$ cat src/rtl/bus_hold_pkg.sv
`timescale 1ns/1ps
package bus_hold_pkg;

    typedef enum logic [2:0] {
        ST_RUN,       // processor owns the bus
        ST_FLOAT,     // drivers off, waiting to acknowledge
        ST_GRANT,     // acknowledge high, external master owns the bus
        ST_RETIRE,    // request gone, acknowledge still high during latency
        ST_HANDBACK   // acknowledge low, drivers still off for one cycle
    } hold_state_e;

    typedef struct packed {
        logic addr;
        logic data;
        logic ctrl;
    } bus_drive_t;

    localparam bus_drive_t DRIVE_ALL  = '{addr: 1'b1, data: 1'b1, ctrl: 1'b1};
    localparam bus_drive_t DRIVE_NONE = '{addr: 1'b0, data: 1'b0, ctrl: 1'b0};

    function automatic logic state_owns_bus(hold_state_e s);
        return s == ST_RUN;
    endfunction

    function automatic logic state_acks(hold_state_e s);
        return (s == ST_GRANT) || (s == ST_RETIRE);
    endfunction

endpackage

$ cat src/rtl/bus_hold_sync.sv
`timescale 1ns/1ps
module bus_hold_sync #(
    parameter int SYNC_STAGES = 2
) (
    input  logic clk,
    input  logic rst,
    input  logic req_async,
    output logic req_mid
);
    logic [SYNC_STAGES-1:0] chain;

    always_ff @(posedge clk) begin
        if (rst) chain[0] <= 1'b0;
        else     chain[0] <= req_async;
    end

    for (genvar st = 1; st < SYNC_STAGES; st++) begin : g_stage
        always_ff @(posedge clk) begin
            if (rst) chain[st] <= 1'b0;
            else     chain[st] <= chain[st-1];
        end
    end

    // sample point in the middle of the cycle
    always_ff @(negedge clk) begin
        if (rst) req_mid <= 1'b0;
        else     req_mid <= chain[SYNC_STAGES-1];
    end
endmodule

$ cat src/rtl/bus_hold_seq.sv
`timescale 1ns/1ps
module bus_hold_seq
    import bus_hold_pkg::*;
#(
    parameter int ACK_LAT = 2
) (
    input  logic       clk,
    input  logic       rst,
    input  logic       hold_seen,
    output bus_drive_t drive,
    output logic       ack,
    output logic       stall
);
    localparam int CW = (ACK_LAT > 1) ? $clog2(ACK_LAT) : 1;
    localparam logic [CW-1:0] LOAD = CW'(ACK_LAT - 1);

    hold_state_e   state;
    logic [CW-1:0] cnt;

    always_ff @(posedge clk) begin
        if (rst) begin
            state <= ST_RUN;
            cnt   <= '0;
        end else begin
            case (state)
                ST_RUN: if (hold_seen) begin
                    state <= ST_FLOAT;
                    cnt   <= LOAD;
                end
                ST_FLOAT: begin
                    if (cnt == '0) state <= ST_GRANT;
                    else           cnt   <= cnt - 1'b1;
                end
                ST_GRANT: if (!hold_seen) begin
                    state <= ST_RETIRE;
                    cnt   <= LOAD;
                end
                ST_RETIRE: begin
                    if (cnt == '0) state <= ST_HANDBACK;
                    else           cnt   <= cnt - 1'b1;
                end
                ST_HANDBACK: state <= ST_RUN;
                default:     state <= ST_RUN;
            endcase
        end
    end

    assign drive = state_owns_bus(state) ? DRIVE_ALL : DRIVE_NONE;
    assign ack   = state_acks(state);
    assign stall = !state_owns_bus(state);

    // acknowledge only ever rises out of the floating phase
    assert_ack_after_float_R3: assert property (@(posedge clk) disable iff (rst)
        $rose(ack) |-> $past(state == ST_FLOAT));

    // drivers only return after a cycle with acknowledge low
    assert_handback_gap_R5: assert property (@(posedge clk) disable iff (rst)
        $rose(drive.addr) |-> ($past(!ack) && $past(!drive.addr)));
endmodule

$ cat src/rtl/bus_hold_irq_gate.sv
`timescale 1ns/1ps
module bus_hold_irq_gate (
    input  logic clk,
    input  logic rst,
    input  logic nmi_strobe,
    input  logic intr_strobe,
    input  logic instr_end,
    input  logic stall,
    output logic nmi_take,
    output logic intr_take
);
    logic nmi_pend, intr_pend;
    logic boundary, grab_nmi, grab_intr;

    assign boundary  = instr_end && !stall;
    assign grab_nmi  = boundary && nmi_pend;
    assign grab_intr = boundary && intr_pend && !nmi_pend;

    always_ff @(posedge clk) begin
        if (rst) begin
            nmi_pend  <= 1'b0;
            intr_pend <= 1'b0;
            nmi_take  <= 1'b0;
            intr_take <= 1'b0;
        end else begin
            nmi_pend  <= (nmi_pend  && !grab_nmi)  || nmi_strobe;
            intr_pend <= (intr_pend && !grab_intr) || intr_strobe;
            nmi_take  <= grab_nmi;
            intr_take <= grab_intr;
        end
    end

    assert_take_at_boundary_R7: assert property (@(posedge clk) disable iff (rst)
        (nmi_take || intr_take) |-> $past(instr_end && !stall));

    assert_single_take_R8: assert property (@(posedge clk) disable iff (rst)
        $onehot0({nmi_take, intr_take}));
endmodule

$ cat src/rtl/bus_hold_ctrl.sv
`timescale 1ns/1ps
module bus_hold_ctrl
    import bus_hold_pkg::*;
#(
    parameter int SYNC_STAGES = 2,
    parameter int ACK_LAT     = 2
) (
    input  logic clk,
    input  logic rst,
    input  logic hold_req,
    input  logic intr_req,
    input  logic nmi_req,
    input  logic instr_end,
    output logic addr_oe,
    output logic data_oe,
    output logic ctrl_oe,
    output logic hold_ack,
    output logic core_stall,
    output logic intr_take,
    output logic nmi_take
);
    logic       hold_seen;
    bus_drive_t drive;

    bus_hold_sync #(.SYNC_STAGES(SYNC_STAGES)) u_sync (
        .clk       (clk),
        .rst       (rst),
        .req_async (hold_req),
        .req_mid   (hold_seen)
    );

    bus_hold_seq #(.ACK_LAT(ACK_LAT)) u_seq (
        .clk       (clk),
        .rst       (rst),
        .hold_seen (hold_seen),
        .drive     (drive),
        .ack       (hold_ack),
        .stall     (core_stall)
    );

    bus_hold_irq_gate u_gate (
        .clk         (clk),
        .rst         (rst),
        .nmi_strobe  (nmi_req),
        .intr_strobe (intr_req),
        .instr_end   (instr_end),
        .stall       (core_stall),
        .nmi_take    (nmi_take),
        .intr_take   (intr_take)
    );

    assign addr_oe = drive.addr;
    assign data_oe = drive.data;
    assign ctrl_oe = drive.ctrl;

    assert_ack_floated_R3: assert property (@(posedge clk) disable iff (rst)
        hold_ack |-> !(addr_oe || data_oe || ctrl_oe));

    assert_stall_cover_R6: assert property (@(posedge clk) disable iff (rst)
        (hold_ack || !addr_oe || !data_oe || !ctrl_oe) |-> core_stall);

    assert_reset_wins_R9: assert property (@(posedge clk)
        $past(rst) |-> (!hold_ack && addr_oe && !nmi_take && !intr_take));
endmodule

$ cat config.mk
export PLATFORM = sky130hd
export DESIGN_NAME = bus_hold_ctrl
export DESIGN_NICKNAME = d
export VERILOG_FILES = /design/src/rtl/bus_hold_pkg.sv /design/src/rtl/bus_hold_sync.sv /design/src/rtl/bus_hold_seq.sv /design/src/rtl/bus_hold_irq_gate.sv /design/src/rtl/bus_hold_ctrl.sv
export SDC_FILE = /design/constraint.sdc
export NUM_CORES = 1
export LEC_CHECK = 0
export BUFFER_PORTS_ARGS = -buffer_cell sky130_fd_sc_hd__buf_2
export CORE_MARGIN = 3
export CORE_UTILIZATION = 30
export DETAILED_ROUTE_END_ITERATION = 10
export MAX_ROUTING_LAYER = met4
export PLACE_DENSITY_LB_ADDON = 0.25
export SETUP_SLACK_MARGIN = 0.2
export SYNTH_ARGS = -nofsm -noshare
export SYNTH_HDL_FRONTEND = slang
export SYNTH_SLANG_ARGS = --single-unit
$ cat constraint.sdc
create_clock -name clk -period 1.7 [get_ports clk]
set_input_delay 0 -clock clk [delete_from_list [all_inputs] [get_ports clk]]
set_output_delay 0 -clock clk [all_outputs]
set_load 0.02 [all_outputs]
# Word-level counts from Yosys, hierarchy flattened
# Index checks and enable logic that the tools add are counted.
totals:
  word_cells: 45
  regBits: 11
op_classes:
  n_eq_ne: 7
  muxes: 10
  addsub: 1
  reduce_logical: 18
ops:
  columns: ["op", "n"]
  rows:
  - ["3-bit two-way mux", 5]
  - ["3-bit one-hot mux with 4 select lines", 1]
  - ["2-bit inequality test, second input constant", 4]
  - ["3-bit by 2-bit == test with 1-bit output, second input constant", 2]
  - ["1-bit logical AND", 6]
  - ["1-bit logical NOT", 4]
  - ["4-bit AND reduction", 1]
  - ["3-bit by 1-bit == test with 1-bit output, second input constant", 1]
  - ["3-bit logical NOT", 1]
  - ["1-bit logical OR", 3]
  - ["1-bit two-way mux", 3]
  - ["1-bit one-hot mux with 3 select lines", 1]
  - ["3-bit AND reduction", 1]
  - ["3-bit nonzero test", 1]
  - ["2-bit OR reduction", 1]
  - ["1-bit subtractor, second input constant", 1]

# Depth between registers and ports, before layout
# Gate-level depths: netlist (run 1).
depth:
  ltp_word: 7
  ltp_mapped: 3

# Cells and area by module
# Synthesis (run 1) repeated with hierarchy kept, for this count alone.
hier_totals:
  hier_cells: 40
  hier_area_um2: 427.9
by_module_without_submodules:
  columns: ["module", "area_each_um2", "cells_per_inst", "n_inst"]
  rows:
  - ["bus_hold_seq", 192.7, 20, 1]
  - ["bus_hold_irq_gate", 152.6, 13, 1]
  - ["bus_hold_sync", 82.6, 7, 1]

==> report_table.html, run 1 <==
<table>
<tr><th>Metric</th><th>Value</th></tr>
<tr><th colspan="2">Timing</th></tr>
<tr><td>Setup TNS</td><td>-0.02691 ns</td></tr>
<tr><td>Unrepaired setup endpoints after global routing</td><td>yes</td></tr>
<tr><td>Worst-case clock skew</td><td>0.05510 ns</td></tr>
<tr><td>Final worst setup slack</td><td>-0.01818 ns</td></tr>
<tr><td>Pin slew with the least headroom to its limit</td><td>0.3305 ns</td></tr>
<tr><td>Number of hold-slack violations in the final timing report</td><td>0</td></tr>
<tr><td>Final Setup Violations</td><td>2</td></tr>
<tr><td>Max-slew violation count</td><td>0</td></tr>
<tr><td>Slew HR</td><td>0.7780</td></tr>
<tr><td>Min Hold Slack</td><td>0.05870 ns</td></tr>
<tr><th colspan="2">Worst hold path</th></tr>
<tr><td>Min-Delay Path Class</td><td>input pin to register</td></tr>
<tr><td>Start point of the worst min-delay path</td><td>rst</td></tr>
<tr><td>Worst Hold Depth</td><td>2</td></tr>
<tr><td>Hold EP</td><td>u_seq.cnt</td></tr>
<tr><th colspan="2">Power</th></tr>
<tr><td>PwrDens</td><td>1452 mW/mm2</td></tr>
<tr><td>Net Switching</td><td>285.6 uW</td></tr>
<tr><td>Logic pwr share</td><td>0.354</td></tr>
<tr><td>Clock power frac</td><td>0.230</td></tr>
<tr><td>Static Leak</td><td>0.2361 nW</td></tr>
<tr><td>Net switching fraction of the power</td><td>0.3656</td></tr>
<tr><td>Sequential fraction of design power</td><td>0.416</td></tr>
<tr><td>Maximum VDD drop</td><td>508.1 uV</td></tr>
<tr><td>Internal power</td><td>495.5 uW</td></tr>
<tr><th colspan="2">Global route</th></tr>
<tr><td>Antenna violations before repair</td><td>0</td></tr>
<tr><td>Wire length of the first global-routing pass</td><td>1.069 mm</td></tr>
<tr><td>All-layer global routing usage</td><td>0.08543</td></tr>
<tr><td>Aggregate global routing overflow</td><td>0</td></tr>
<tr><td>Via count of the first global-routing pass</td><td>266</td></tr>
<tr><td>Pin count of the biggest net entering global routing</td><td>12</td></tr>
<tr><th colspan="2">Final layout</th></tr>
<tr><td>Filler Cell Count</td><td>129</td></tr>
<tr><td>P&amp;R area growth vs syn</td><td>34.80%</td></tr>
<tr><td>Share of post-route cells with drive strength above 1</td><td>0.3929</td></tr>
<tr><td>Antenna Diode Count</td><td>0</td></tr>
<tr><td>Post-route cell area</td><td>538.0 um2</td></tr>
<tr><td>Total number of nets in the final design</td><td>63</td></tr>
<tr><td>Fraction of the core area covered by cells at the end of the flow</td><td>0.4594</td></tr>
<tr><th colspan="2">Worst setup path</th></tr>
<tr><td>Crit path largest cell delay</td><td>0.32 ns</td></tr>
<tr><td>Chain of cells forming the critical path</td><td>xor2_2 -&gt; a21oi_2 -&gt; a211oi_2</td></tr>
<tr><td>Critical register-to-register path startpoint</td><td>u_sync.req_mid</td></tr>
<tr><td>Class of the most critical setup path</td><td>register to register</td></tr>
<tr><td>FF-to-FF path depth</td><td>3</td></tr>
<tr><td>Critical path required time</td><td>1.89 ns</td></tr>
<tr><td>Terminus of the critical flop-to-flop path</td><td>u_seq.cnt</td></tr>
<tr><td>Setup crit start kind</td><td>register</td></tr>
<tr><td>Minimum setup slack among reg-to-reg paths</td><td>-0.02 ns</td></tr>
<tr><td>Worst-path maximum fanout</td><td>2</td></tr>
<tr><td>Cell at the slowest stage of the critical path</td><td>dfxtp_2</td></tr>
<tr><td>Arr. time, crit path</td><td>1.91 ns</td></tr>
<tr><td>Endpoint kind of the worst setup timing path</td><td>register</td></tr>
<tr><th colspan="2">Logic synthesis</th></tr>
<tr><td>Largest family of logic cells by synthesized area</td><td>simple AND/OR/NAND/NOR gates</td></tr>
<tr><td>Synth unique cells</td><td>17</td></tr>
<tr><td>Simple logic cell fraction of the synthesized area</td><td>0.2508</td></tr>
<tr><td>Synth Instances</td><td>40</td></tr>
<tr><td>Area share of xor/xnor cells in the synthesized design</td><td>0.04389</td></tr>
<tr><td>Post-synthesis cell type with the largest combined area</td><td>dfxtp_1</td></tr>
<tr><td>Top post-synthesis cells by count</td><td>dfxtp_1, nor2b_1, inv_1</td></tr>
<tr><td>Ys async rst share</td><td>0</td></tr>
<tr><td>Cells taking the most area after synthesis</td><td>dfxtp_1, nor2b_1, a21oi_1</td></tr>
<tr><td>Count of synthesis-stage warnings from yosys</td><td>0</td></tr>
<tr><td>Post-Synthesis Mean Instance Area</td><td>9.978 um2</td></tr>
<tr><td>Primary FF master, synth</td><td>dfxtp_1</td></tr>
<tr><td>Yosys top cell area share</td><td>0.5517</td></tr>
<tr><td>Netlist area before placement</td><td>399.1 um2</td></tr>
<tr><td>Count of flip-flops with a built-in enable after synthesis</td><td>0</td></tr>
<tr><td>Multiplexer share of the synthesized area</td><td>0</td></tr>
<tr><td>Post-synthesis adder-cell area fraction</td><td>0</td></tr>
<tr><td>Proportion of synthesized chip area in sequential cells</td><td>0.5517</td></tr>
<tr><td>Most repeated cell in the gate-level netlist after synthesis</td><td>dfxtp_1</td></tr>
<tr><td>Syn_nets</td><td>46</td></tr>
<tr><td>Share of the synthesized area in compound gates (AO/OA/AOI/OAI)</td><td>0.06897</td></tr>
<tr><td>Yosys reg bits</td><td>11</td></tr>
<tr><th colspan="2">Route</th></tr>
<tr><td>Avg WL per Cell</td><td>10.06 um</td></tr>
<tr><td>Number of nets with antenna violations after routing</td><td>0</td></tr>
<tr><td>Detailed Routing Iterations Pass 1</td><td>1</td></tr>
<tr><td>Routed wire length</td><td>704 um</td></tr>
<tr><td>Initial DRC count</td><td>0</td></tr>
<tr><td>Via count of the routed design</td><td>302</td></tr>
<tr><td>Avg Vias per Cell</td><td>4.314</td></tr>
<tr><td>DRC viols</td><td>0</td></tr>
<tr><th colspan="2">Placed design</th></tr>
<tr><td>DP Area</td><td>459.2 um2</td></tr>
<tr><td>Buffers on Ports</td><td>12</td></tr>
<tr><td>Total half-perimeter wirelength after legalization and detailed placement</td><td>459.8 um</td></tr>
<tr><td>Last weighted congestion value of the routability-driven placer</td><td>0.5906</td></tr>
<tr><th colspan="2">Clocking</th></tr>
<tr><td>Maximum buffer depth of the clock tree</td><td>2</td></tr>
<tr><td>Worst skew pair latency</td><td>0.31 ns</td></tr>
<tr><td>Inserted Clock Buffers</td><td>3</td></tr>
<tr><td>CTS Root Cell</td><td>clkbuf_4</td></tr>
<tr><td>Clock Pin Slew Worst Setup and Hold Paths</td><td>0.07 ns</td></tr>
<tr><td>Clock sink count</td><td>11</td></tr>
<tr><td>CTS tree</td><td>done</td></tr>
<tr><td>H-tree depth reported by CTS</td><td>1</td></tr>
<tr><td>Post-CTS setup-driven buffer insertion count</td><td>0</td></tr>
<tr><th colspan="2">Floorplanning</th></tr>
<tr><td>Die area</td><td>0.001804 mm2</td></tr>
<tr><td>Area of the core region</td><td>0.001171 mm2</td></tr>
<tr><td>Die X-Extent</td><td>42.48 um</td></tr>
<tr><td>Die height</td><td>42.48 um</td></tr>
<tr><td>Number of rows in the core area</td><td>12</td></tr>
<tr><td>Boundary pin count</td><td>13</td></tr>
<tr><td>Starting Density</td><td>0.3408</td></tr>
<tr><th colspan="2">Flow run</th></tr>
<tr><td>Maxcap violations</td><td>0</td></tr>
<tr><th colspan="2">Status</th></tr>
<tr><td>Violations in the final reports</td><td>negative setup slack</td></tr>
<tr><td>Outcome</td><td>complete, but fails checks</td></tr>
</table>
==> cells by family after synthesis <==
kind of cell	count (synthesis)
AOI/OAI and AO/OA	5
xor gates and xnor gates	2
buffers and inverters	7
DFF	11
and+or+nand+nor	15
==> how the worst max path moves through the flow <==
stage	startpoint	endpoint	slack [ns]	depth (start not counted)
after detailed placement	u_sync.req_mid	u_seq.state[0]	-0.007	3
after CTS	u_sync.req_mid	u_seq.state[0]	-0.06	3
after global placement	u_sync.req_mid	u_seq.cnt	0.06	3
final	u_sync.req_mid	u_seq.cnt	-0.02	3
after global routing	u_sync.req_mid	u_seq.cnt	-0.09	3
after floorplan	u_sync.req_mid	u_seq.cnt	0.09	3
==> power groups by stage <==
stage                     registers (mW)  clock network, mW  logic (mW)
after detailed placement           0.325            0.00736       0.253
after CTS                          0.319              0.191       0.258
final                              0.325              0.179       0.277
after global routing               0.330              0.205       0.297
after global placement             0.325            0.00736       0.251
after floorplan                    0.321            0.00736       0.216
==> cell usage in the layout, fill, tap and decap left out <==
cell	instances
a211oi_2	1
a21oi_1	2
a21oi_2	1
buf_2	12
clkbuf_1	1
clkbuf_4	3
dfxtp_1	10
dfxtp_2	1
dlygate4sd3_1	3
inv_1	4
nand2_1	1
nor2_1	2
nor2b_1	5
nor3_1	3
nor3b_1	1
nor4_2	1
nor4b_2	1
o21ai_0	1
or4b_4	1
xnor2_1	1
xor2_2	1
==> through the flow <==
step	total power [mW]	cells	worst slack [ns]
2_1_floorplan	0.5440	40	0.08534
3_3_place_gp	0.5834	63	0.06417
3_5_place_dp	0.5847	63	-0.007102
4_1_cts	0.7678	70	-0.06358
5_1_grt	0.8325	70	-0.08592
6_report	0.7811	70	-0.01818
==> flip-flops by register name, summed over array words and instances (netlist names) <==
register and count:
u_gate.nmi_pend 1, u_seq.cnt 1, u_seq.state 3, u_sync.req_mid 1, u_gate.intr_take 1, u_sync.chain 2
u_gate.nmi_take 1, u_gate.intr_pend 1
==> worst max-delay path, delay by kind of cell (launching register included) <==
| kind | cells | cell delay (ns) |
|---|---|---|
| compound gates | 2 | 0.25 |
| xor+xnor | 1 | 0.17 |
| flops | 1 | 0.32 |
==> per-layer routing <==
| metal | track usage | wire length [um] | up-vias |
|---|---|---|---|
| met5 | - | 0 | - |
| met4 | 0.03727 | 0 | 0 |
| met3 | 0.06438 | 60 | 0 |
| met2 | 0.1155 | 336 | 12 |
| met1 | 0.09254 | 307 | 131 |
| li1 | - | - | 159 |
==> cell type report <==
class	instances	area (um2)	area share
well taps	14	17.52	0.03256
repair buffers	15	90.09	0.1674
inverters	3	11.26	0.02093
multi-input cells	22	167.7	0.3116
flip-flops and latches	11	221.5	0.4116
clock buffers	4	26.28	0.04884
clock inverters	1	3.754	0.006977
==> timing repair <==
item,in CTS,in global routing
pin swaps,0,1
cloned,0,0
setup endpoints to repair,2,2
endpoints found under the hold margin,3,0
resized for setup,0,4
hold buffers,3,0
No activity file was read; power rests on OpenSTA's default activity.
==> run 2, diff against run 1 <==
Settings changed: CTS_BUF_LIST set to sky130_fd_sc_hd__clkbuf_4.
==> run 2 against run 1 <==
  * The flow still finishes with violations (negative setup slack)
  * Non-clock buffer count unchanged
  * Total power increased by 2.2%
  * Register-to-register slack about the same
  * Final cell count unchanged
  * Worst setup slack about the same
  * Sequential power about the same
  * Utilization increased by 0.32 points
==> report_table.html, run 2 (same netlist as run 1, synthesis figures left out) <==
<table>
<tr><th>Metric</th><th>Value</th></tr>
<tr><th colspan="2">Route</th></tr>
<tr><td>Met2 WL post-DR</td><td>343 um (+2.1%)</td></tr>
<tr><td>Number of nets with antenna violations after routing</td><td>0 (unchanged)</td></tr>
<tr><td>Avg Vias per Cell</td><td>4.357 (+0.99%)</td></tr>
<tr><td>Routed wire length on met3</td><td>60 um (unchanged)</td></tr>
<tr><td>Routed wire length</td><td>709 um (+0.71%)</td></tr>
<tr><td>Initial DRC count</td><td>0 (unchanged)</td></tr>
<tr><td>Detailed Routing Iterations Pass 1</td><td>1 (unchanged)</td></tr>
<tr><td>Avg WL per Cell</td><td>10.13 um (+0.71%)</td></tr>
<tr><td>DRC viols</td><td>0 (unchanged)</td></tr>
<tr><td>Top layer reached by signal wires</td><td>met3</td></tr>
<tr><td>Length of routed wiring on met1</td><td>306 um (-0.33%)</td></tr>
<tr><td>Via count of the routed design</td><td>305 (+0.99%)</td></tr>
<tr><th colspan="2">Final layout</th></tr>
<tr><td>Max FFs per register</td><td>3 (unchanged)</td></tr>
<tr><td>Leading cell type in the layout, fill and taps excluded</td><td>buf_2</td></tr>
<tr><td>Fraction of the core area covered by cells at the end of the flow</td><td>0.4626 (+0.003205)</td></tr>
<tr><td>Biggest registers after layout</td><td>u_seq.state (3), u_sync.chain (2)</td></tr>
<tr><td>P&amp;R area growth vs syn</td><td>35.74%</td></tr>
<tr><td>Commonest cells after routing, fill and taps aside</td><td>buf_2, dfxtp_1, nor2b_1</td></tr>
<tr><td>Number of non-filler instances in the completed layout</td><td>70 (unchanged)</td></tr>
<tr><td>Antenna Diode Count</td><td>0 (unchanged)</td></tr>
<tr><td>Register bank with the most flops</td><td>u_seq.state</td></tr>
<tr><td>Total number of nets in the final design</td><td>63 (unchanged)</td></tr>
<tr><td>Share of post-route cells with drive strength above 1</td><td>0.4107 (+0.01786)</td></tr>
<tr><th colspan="2">Power</th></tr>
<tr><td>Maximum VDD drop</td><td>576.2 uV (+13%)</td></tr>
<tr><td>Static Leak</td><td>0.2395 nW (+1.4%)</td></tr>
<tr><td>PwrDens</td><td>1474 mW/mm2 (+1.5%)</td></tr>
<tr><th colspan="2">Floorplanning</th></tr>
<tr><td>Die X-Extent</td><td>42.48 um (unchanged)</td></tr>
<tr><td>Area of the core region</td><td>0.001171 mm2 (unchanged)</td></tr>
<tr><td>Boundary pin count</td><td>13 (unchanged)</td></tr>
<tr><td>Starting Density</td><td>0.3408 (unchanged)</td></tr>
<tr><td>Die height</td><td>42.48 um (unchanged)</td></tr>
<tr><td>Number of rows in the core area</td><td>12 (unchanged)</td></tr>
<tr><td>Die area</td><td>0.001804 mm2 (unchanged)</td></tr>
<tr><th colspan="2">Timing</th></tr>
<tr><td>Unrepaired setup endpoints after global routing</td><td>yes</td></tr>
<tr><td>Final worst setup slack</td><td>-0.01844 ns (-0.0002573 ns)</td></tr>
<tr><td>Setup TNS</td><td>-0.02737 ns (-0.0004658 ns)</td></tr>
<tr><td>Number of hold-slack violations in the final timing report</td><td>0 (unchanged)</td></tr>
<tr><td>Slew HR</td><td>0.7780 (unchanged)</td></tr>
<tr><td>Max-slew violation count</td><td>0 (unchanged)</td></tr>
<tr><td>Final Setup Violations</td><td>2 (unchanged)</td></tr>
<tr><td>Pin slew with the least headroom to its limit</td><td>0.3305 ns (unchanged)</td></tr>
<tr><td>Worst-case clock skew</td><td>0.05521 ns (+0.0001158 ns)</td></tr>
<tr><th colspan="2">Clocking</th></tr>
<tr><td>Worst skew pair latency</td><td>0.32 ns (about the same)</td></tr>
<tr><td>Clock Pin Slew Worst Setup and Hold Paths</td><td>0.07 ns (about the same)</td></tr>
<tr><td>Clock sink count</td><td>11 (unchanged)</td></tr>
<tr><td>Maximum buffer depth of the clock tree</td><td>2 (unchanged)</td></tr>
<tr><td>Inserted Clock Buffers</td><td>3 (unchanged)</td></tr>
<tr><td>CTS tree</td><td>done</td></tr>
<tr><td>H-tree depth reported by CTS</td><td>1 (unchanged)</td></tr>
<tr><td>CTS Root Cell</td><td>clkbuf_4</td></tr>
<tr><th colspan="2">Global route</th></tr>
<tr><td>Pin count of the biggest net entering global routing</td><td>12 (unchanged)</td></tr>
<tr><td>Wire length of the first global-routing pass</td><td>1.069 mm (unchanged)</td></tr>
<tr><td>Via count of the first global-routing pass</td><td>266 (unchanged)</td></tr>
<tr><td>Aggregate global routing overflow</td><td>0 (unchanged)</td></tr>
<tr><td>All-layer global routing usage</td><td>0.08543 (unchanged)</td></tr>
<tr><td>Antenna violations before repair</td><td>0 (unchanged)</td></tr>
<tr><th colspan="2">Worst hold path</th></tr>
<tr><td>Start point of the worst min-delay path</td><td>rst</td></tr>
<tr><td>Worst Hold Depth</td><td>2 (unchanged)</td></tr>
<tr><td>Hold EP</td><td>u_seq.cnt</td></tr>
<tr><td>Min-Delay Path Class</td><td>input pin to register</td></tr>
<tr><th colspan="2">Placed design</th></tr>
<tr><td>Post-Place Cells</td><td>63 (unchanged)</td></tr>
<tr><td>Buffers on Ports</td><td>12 (unchanged)</td></tr>
<tr><td>Total half-perimeter wirelength after legalization and detailed placement</td><td>459.8 um (unchanged)</td></tr>
<tr><td>Last weighted congestion value of the routability-driven placer</td><td>0.5906 (unchanged)</td></tr>
<tr><th colspan="2">Worst setup path</th></tr>
<tr><td>Top cell family by delay on the critical path</td><td>flip-flops</td></tr>
<tr><td>Minimum setup slack among reg-to-reg paths</td><td>-0.02 ns (about the same)</td></tr>
<tr><td>Class of the most critical setup path</td><td>register to register</td></tr>
<tr><td>Critical register-to-register path startpoint</td><td>u_sync.req_mid</td></tr>
<tr><td>Count of buffer and inverter cells on the critical path</td><td>0 (unchanged)</td></tr>
<tr><td>Critical path required time</td><td>1.89 ns (about the same)</td></tr>
<tr><td>Chain of cells forming the critical path</td><td>xor2_2 -&gt; a21oi_2 -&gt; a211oi_2</td></tr>
<tr><td>Terminus of the critical flop-to-flop path</td><td>u_seq.cnt</td></tr>
<tr><td>Cell at the slowest stage of the critical path</td><td>dfxtp_2</td></tr>
<tr><td>Crit path largest cell delay</td><td>0.32 ns (about the same)</td></tr>
<tr><td>Worst-path maximum fanout</td><td>2 (unchanged)</td></tr>
<tr><td>Arr. time, crit path</td><td>1.91 ns (about the same)</td></tr>
<tr><td>FF-to-FF path depth</td><td>3 (unchanged)</td></tr>
<tr><td>Endpoint kind of the worst setup timing path</td><td>register</td></tr>
<tr><td>Setup crit start kind</td><td>register</td></tr>
<tr><th colspan="2">Flow run</th></tr>
<tr><td>Maxcap violations</td><td>0 (unchanged)</td></tr>
<tr><th colspan="2">Status</th></tr>
<tr><td>Outcome</td><td>complete, but fails checks</td></tr>
<tr><td>Violations in the final reports</td><td>negative setup slack</td></tr>
</table>
[run 2: cell types whose count changed in the layout (fill, tap and decap cells not counted)]
cell	change
clkbuf_1	-1
clkbuf_4	+1
[run 2: how the worst max path moves through the flow]
stage,start,to,slack [ns],depth (start not counted)
after floorplan,u_sync.req_mid,u_seq.cnt,0.09,3
after global placement,u_sync.req_mid,u_seq.cnt,0.06,3
after detailed placement,u_sync.req_mid,u_seq.state[0],-0.007,3
after CTS,u_sync.req_mid,u_seq.state[0],-0.06,3
after global routing,u_sync.req_mid,u_seq.cnt,-0.09,3
final,u_sync.req_mid,u_seq.cnt,-0.02,3
[run 2: layout make-up]
| class | count | area, um2 |
|---|---|---|
| tap | 14 | 17.52 |
| timing repair buffer | 15 | 90.09 |
| multi-input combinational | 22 | 167.7 |
| sequential | 11 | 221.5 |
| clock inverter | 1 | 3.754 |
| inverter | 3 | 11.26 |
| fill | 129 | 629.4 |
| clock buffer | 4 | 30.03 |
[run 2: repair_timing]
item	4_1_cts	5_1_grt
endpoints found under the hold margin	3	0
setup endpoints to repair	2	2
hold buffers	3	0
gates resized for setup	0	4
pin swaps	0	1
setup buffers	0	0
[run 2: per-stage QoR]
stage / hold WS, ns / setup WS, ns / power (mW) / cell area [um2]
2_1_floorplan: 0.07161 / 0.08534 / 0.5440 / 400.4
3_3_place_gp: 0.2117 / 0.06417 / 0.5834 / 459.2
3_5_place_dp: 0.2172 / -0.007102 / 0.5847 / 459.2
4_1_cts: 0.03564 / -0.06288 / 0.7859 / 519.2
5_1_grt: 0.05322 / -0.08621 / 0.8485 / 541.8
6_report: 0.05755 / -0.01844 / 0.7987 / 541.8
[run 2: power by group]
| group | switching [mW] | internal (mW) |
|---|---|---|
| clock | 0.0871 | 0.110 |
| sequential | 0.0357 | 0.289 |
| combinational | 0.164 | 0.112 |
[run 2: per-layer routing]
layer | global-route usage | vias to the layer above
met4 | 0.03727 | 0
met1 | 0.09254 | 133
met3 | 0.06438 | 0
met5 | - | -
met2 | 0.1155 | 12
li1 | - | 160
==> run 3, diff against run 2 <==
Settings changed: CORE_MARGIN 3 to not set.
==> run 3 against run 2 <==
  * The run now ends clean
  * Largest power group unchanged
  * Via count is 0.98% lower
  * Largest cell class unchanged
  * Register-to-register slack better by 0.02 ns
  * Critical path depth stayed put
  * Final cell count stayed put
  * Critical endpoint unchanged
  * Combinational power is 7.2% lower
  * Count of clock-buffer cells in the layout stayed put
==> report_table.html, run 3 (same netlist as run 1, synthesis figures left out) <==
<table>
<tr><th>Metric</th><th>Value</th></tr>
<tr><th colspan="2">Clocking</th></tr>
<tr><td>Post-CTS setup-driven buffer insertion count</td><td>0 (unchanged)</td></tr>
<tr><td>Inserted Clock Buffers</td><td>3 (unchanged)</td></tr>
<tr><td>Clock Pin Slew Worst Setup and Hold Paths</td><td>0.07 ns (about the same)</td></tr>
<tr><td>H-tree depth reported by CTS</td><td>1 (unchanged)</td></tr>
<tr><td>Worst skew pair latency</td><td>0.32 ns (about the same)</td></tr>
<tr><td>CTS Root Cell</td><td>clkbuf_4</td></tr>
<tr><td>CTS tree</td><td>done</td></tr>
<tr><td>Clock sink count</td><td>11 (unchanged)</td></tr>
<tr><td>Maximum buffer depth of the clock tree</td><td>2 (unchanged)</td></tr>
<tr><th colspan="2">Floorplanning</th></tr>
<tr><td>Number of rows in the core area</td><td>12 (unchanged)</td></tr>
<tr><td>Starting Density</td><td>0.3408 (unchanged)</td></tr>
<tr><td>Boundary pin count</td><td>13 (unchanged)</td></tr>
<tr><td>Area of the core region</td><td>0.001171 mm2 (unchanged)</td></tr>
<tr><td>Die height</td><td>38.48 um (-9.4%)</td></tr>
<tr><td>Die X-Extent</td><td>38.48 um (-9.4%)</td></tr>
<tr><td>Die area</td><td>0.001480 mm2 (-18%)</td></tr>
<tr><th colspan="2">Global route</th></tr>
<tr><td>Via count of the first global-routing pass</td><td>250 (-6.0%)</td></tr>
<tr><td>Antenna violations before repair</td><td>0 (unchanged)</td></tr>
<tr><td>Aggregate global routing overflow</td><td>0 (unchanged)</td></tr>
<tr><td>All-layer global routing usage</td><td>0.1171 (+0.03163)</td></tr>
<tr><td>Wire length of the first global-routing pass</td><td>1.048 mm (-2.0%)</td></tr>
<tr><td>Pin count of the biggest net entering global routing</td><td>12 (unchanged)</td></tr>
<tr><th colspan="2">Placed design</th></tr>
<tr><td>Placement Setup Slack</td><td>0.02937 ns (+0.03647 ns)</td></tr>
<tr><td>Buffers on Ports</td><td>12 (unchanged)</td></tr>
<tr><td>Last weighted congestion value of the routability-driven placer</td><td>0.6831 (+16%)</td></tr>
<tr><th colspan="2">Status</th></tr>
<tr><td>Outcome</td><td>finished clean</td></tr>
<tr><th colspan="2">Worst setup path</th></tr>
<tr><td>FF-to-FF path depth</td><td>3 (unchanged)</td></tr>
<tr><td>Worst-path maximum fanout</td><td>2 (unchanged)</td></tr>
<tr><td>Critical path required time</td><td>1.88 ns (about the same)</td></tr>
<tr><td>Critical register-to-register path startpoint</td><td>u_sync.req_mid</td></tr>
<tr><td>Terminus of the critical flop-to-flop path</td><td>u_seq.cnt</td></tr>
<tr><td>Class of the most critical setup path</td><td>register to register</td></tr>
<tr><td>Minimum setup slack among reg-to-reg paths</td><td>0.0003 ns (+0.02 ns)</td></tr>
<tr><td>Endpoint kind of the worst setup timing path</td><td>register</td></tr>
<tr><td>Setup crit start kind</td><td>register</td></tr>
<tr><td>Arr. time, crit path</td><td>1.88 ns (-0.03 ns)</td></tr>
<tr><th colspan="2">Worst hold path</th></tr>
<tr><td>Hold EP</td><td>u_gate.intr_pend</td></tr>
<tr><td>Min-Delay Path Class</td><td>input pin to register</td></tr>
<tr><td>Worst Hold Depth</td><td>2 (unchanged)</td></tr>
<tr><td>Start point of the worst min-delay path</td><td>rst</td></tr>
<tr><th colspan="2">Timing</th></tr>
<tr><td>Final Setup Violations</td><td>0 (-2)</td></tr>
<tr><td>Worst-case clock skew</td><td>0.05467 ns (-0.0005433 ns)</td></tr>
<tr><td>Final worst setup slack</td><td>0.0003497 ns (+0.01879 ns)</td></tr>
<tr><td>Pin slew with the least headroom to its limit</td><td>0.3504 ns (+0.01992 ns)</td></tr>
<tr><td>Min Hold Slack</td><td>0.04134 ns (-0.01621 ns)</td></tr>
<tr><td>Unrepaired setup endpoints after global routing</td><td>yes</td></tr>
<tr><td>Max-slew violation count</td><td>0 (unchanged)</td></tr>
<tr><td>Setup TNS</td><td>0 ns (+0.02737 ns)</td></tr>
<tr><td>Slew HR</td><td>0.7646 (-0.01338)</td></tr>
<tr><td>Number of hold-slack violations in the final timing report</td><td>0 (unchanged)</td></tr>
<tr><th colspan="2">Power</th></tr>
<tr><td>Static Leak</td><td>0.2375 nW (-0.82%)</td></tr>
<tr><td>Maximum VDD drop</td><td>677.5 uV (+18%)</td></tr>
<tr><td>PwrDens</td><td>1472 mW/mm2 (-0.18%)</td></tr>
<tr><th colspan="2">Route</th></tr>
<tr><td>DRC viols</td><td>0 (unchanged)</td></tr>
<tr><td>Via count of the routed design</td><td>302 (-0.98%)</td></tr>
<tr><td>Detailed Routing Iterations Pass 1</td><td>3 (+2)</td></tr>
<tr><td>Avg WL per Cell</td><td>8.614 um (-15%)</td></tr>
<tr><td>Routed wire length</td><td>603 um (-15%)</td></tr>
<tr><td>Initial DRC count</td><td>2 (+2)</td></tr>
<tr><td>Avg Vias per Cell</td><td>4.314 (-0.98%)</td></tr>
<tr><td>Number of nets with antenna violations after routing</td><td>0 (unchanged)</td></tr>
<tr><th colspan="2">Final layout</th></tr>
<tr><td>Leading cell type in the layout, fill and taps excluded</td><td>buf_2</td></tr>
<tr><td>Max FFs per register</td><td>3 (unchanged)</td></tr>
<tr><td>P&amp;R area growth vs syn</td><td>31.97%</td></tr>
<tr><td>Commonest cells after routing, fill and taps aside</td><td>buf_2, dfxtp_1, nor2b_1</td></tr>
<tr><td>Filler Cell Count</td><td>121 (-6.2%)</td></tr>
<tr><td>Share of post-route cells with drive strength above 1</td><td>0.3571 (-0.05357)</td></tr>
<tr><td>Register bank with the most flops</td><td>u_seq.state</td></tr>
<tr><td>Biggest registers after layout</td><td>u_seq.state (3), u_sync.chain (2)</td></tr>
<tr><td>Total number of nets in the final design</td><td>63 (unchanged)</td></tr>
<tr><td>Antenna Diode Count</td><td>0 (unchanged)</td></tr>
<tr><th colspan="2">Flow run</th></tr>
<tr><td>Maxcap violations</td><td>0 (unchanged)</td></tr>
</table>
==> run 3: how the worst max path moves through the flow <==
stage / from / to / depth (start not counted)
finish: u_sync.req_mid / u_seq.cnt / 3
global route: u_sync.req_mid / u_seq.cnt / 3
CTS: u_sync.req_mid / u_seq.cnt / 3
detailed placement: u_sync.req_mid / u_seq.cnt / 3
global placement: u_sync.req_mid / u_seq.cnt / 3
floorplan: u_sync.req_mid / u_seq.cnt / 3
==> run 3: routing by layer <==
layer / wire length, um / part of all wire / GRT usage
met1: 268 / 0.44 / 0.1183
met2: 267 / 0.44 / 0.1568
met3: 57 / 0.095 / 0.1047
met4: 9 / 0.015 / 0.05172
met5: 0 / 0 / -
==> run 3: report_power, final <==
part,switching (mW),internal [mW]
Combinational,0.152,0.105
Sequential,0.0318,0.289
Clock,0.0869,0.110
==> run 3: timing repair <==
item | 4_1_cts | 5_1_grt
resized for setup | 0 | 1
endpoints found under the setup margin | 2 | 2
endpoints found under the hold margin | 3 | 0
hold buffers | 3 | 0
==> run 3: layout make-up <==
cell class | count | area [um2] | area share
Sequential cell | 11 | 221.5 | 0.4204
Tap cell | 14 | 17.52 | 0.03325
Clock inverter | 1 | 3.754 | 0.007126
Clock buffer | 4 | 30.03 | 0.05701
Multi-Input combinational cell | 22 | 152.6 | 0.2898
Inverter | 3 | 11.26 | 0.02138
Timing Repair Buffer | 15 | 90.09 | 0.1710
==> run 3: worst max-delay path, cell delays in order (launching register included) <==
cell	delay, ns
dfxtp_2	0.32
xor2_2	0.15
a21oi_1	0.08
a211oi_1	0.17
==> run 3: through the flow <==
step / instances / utilization / power (mW) / instance area (um2)
final: 70 / 0.4498 / 0.7752 / 526.8
after global routing: 70 / 0.4498 / 0.8407 / 526.8
after CTS: 70 / 0.4434 / 0.7816 / 519.2
after detailed placement: 63 / 0.3921 / 0.5817 / 459.2
after global placement: 63 / 0.3921 / 0.5813 / 459.2
after floorplan: 40 / - / 0.5440 / 400.4
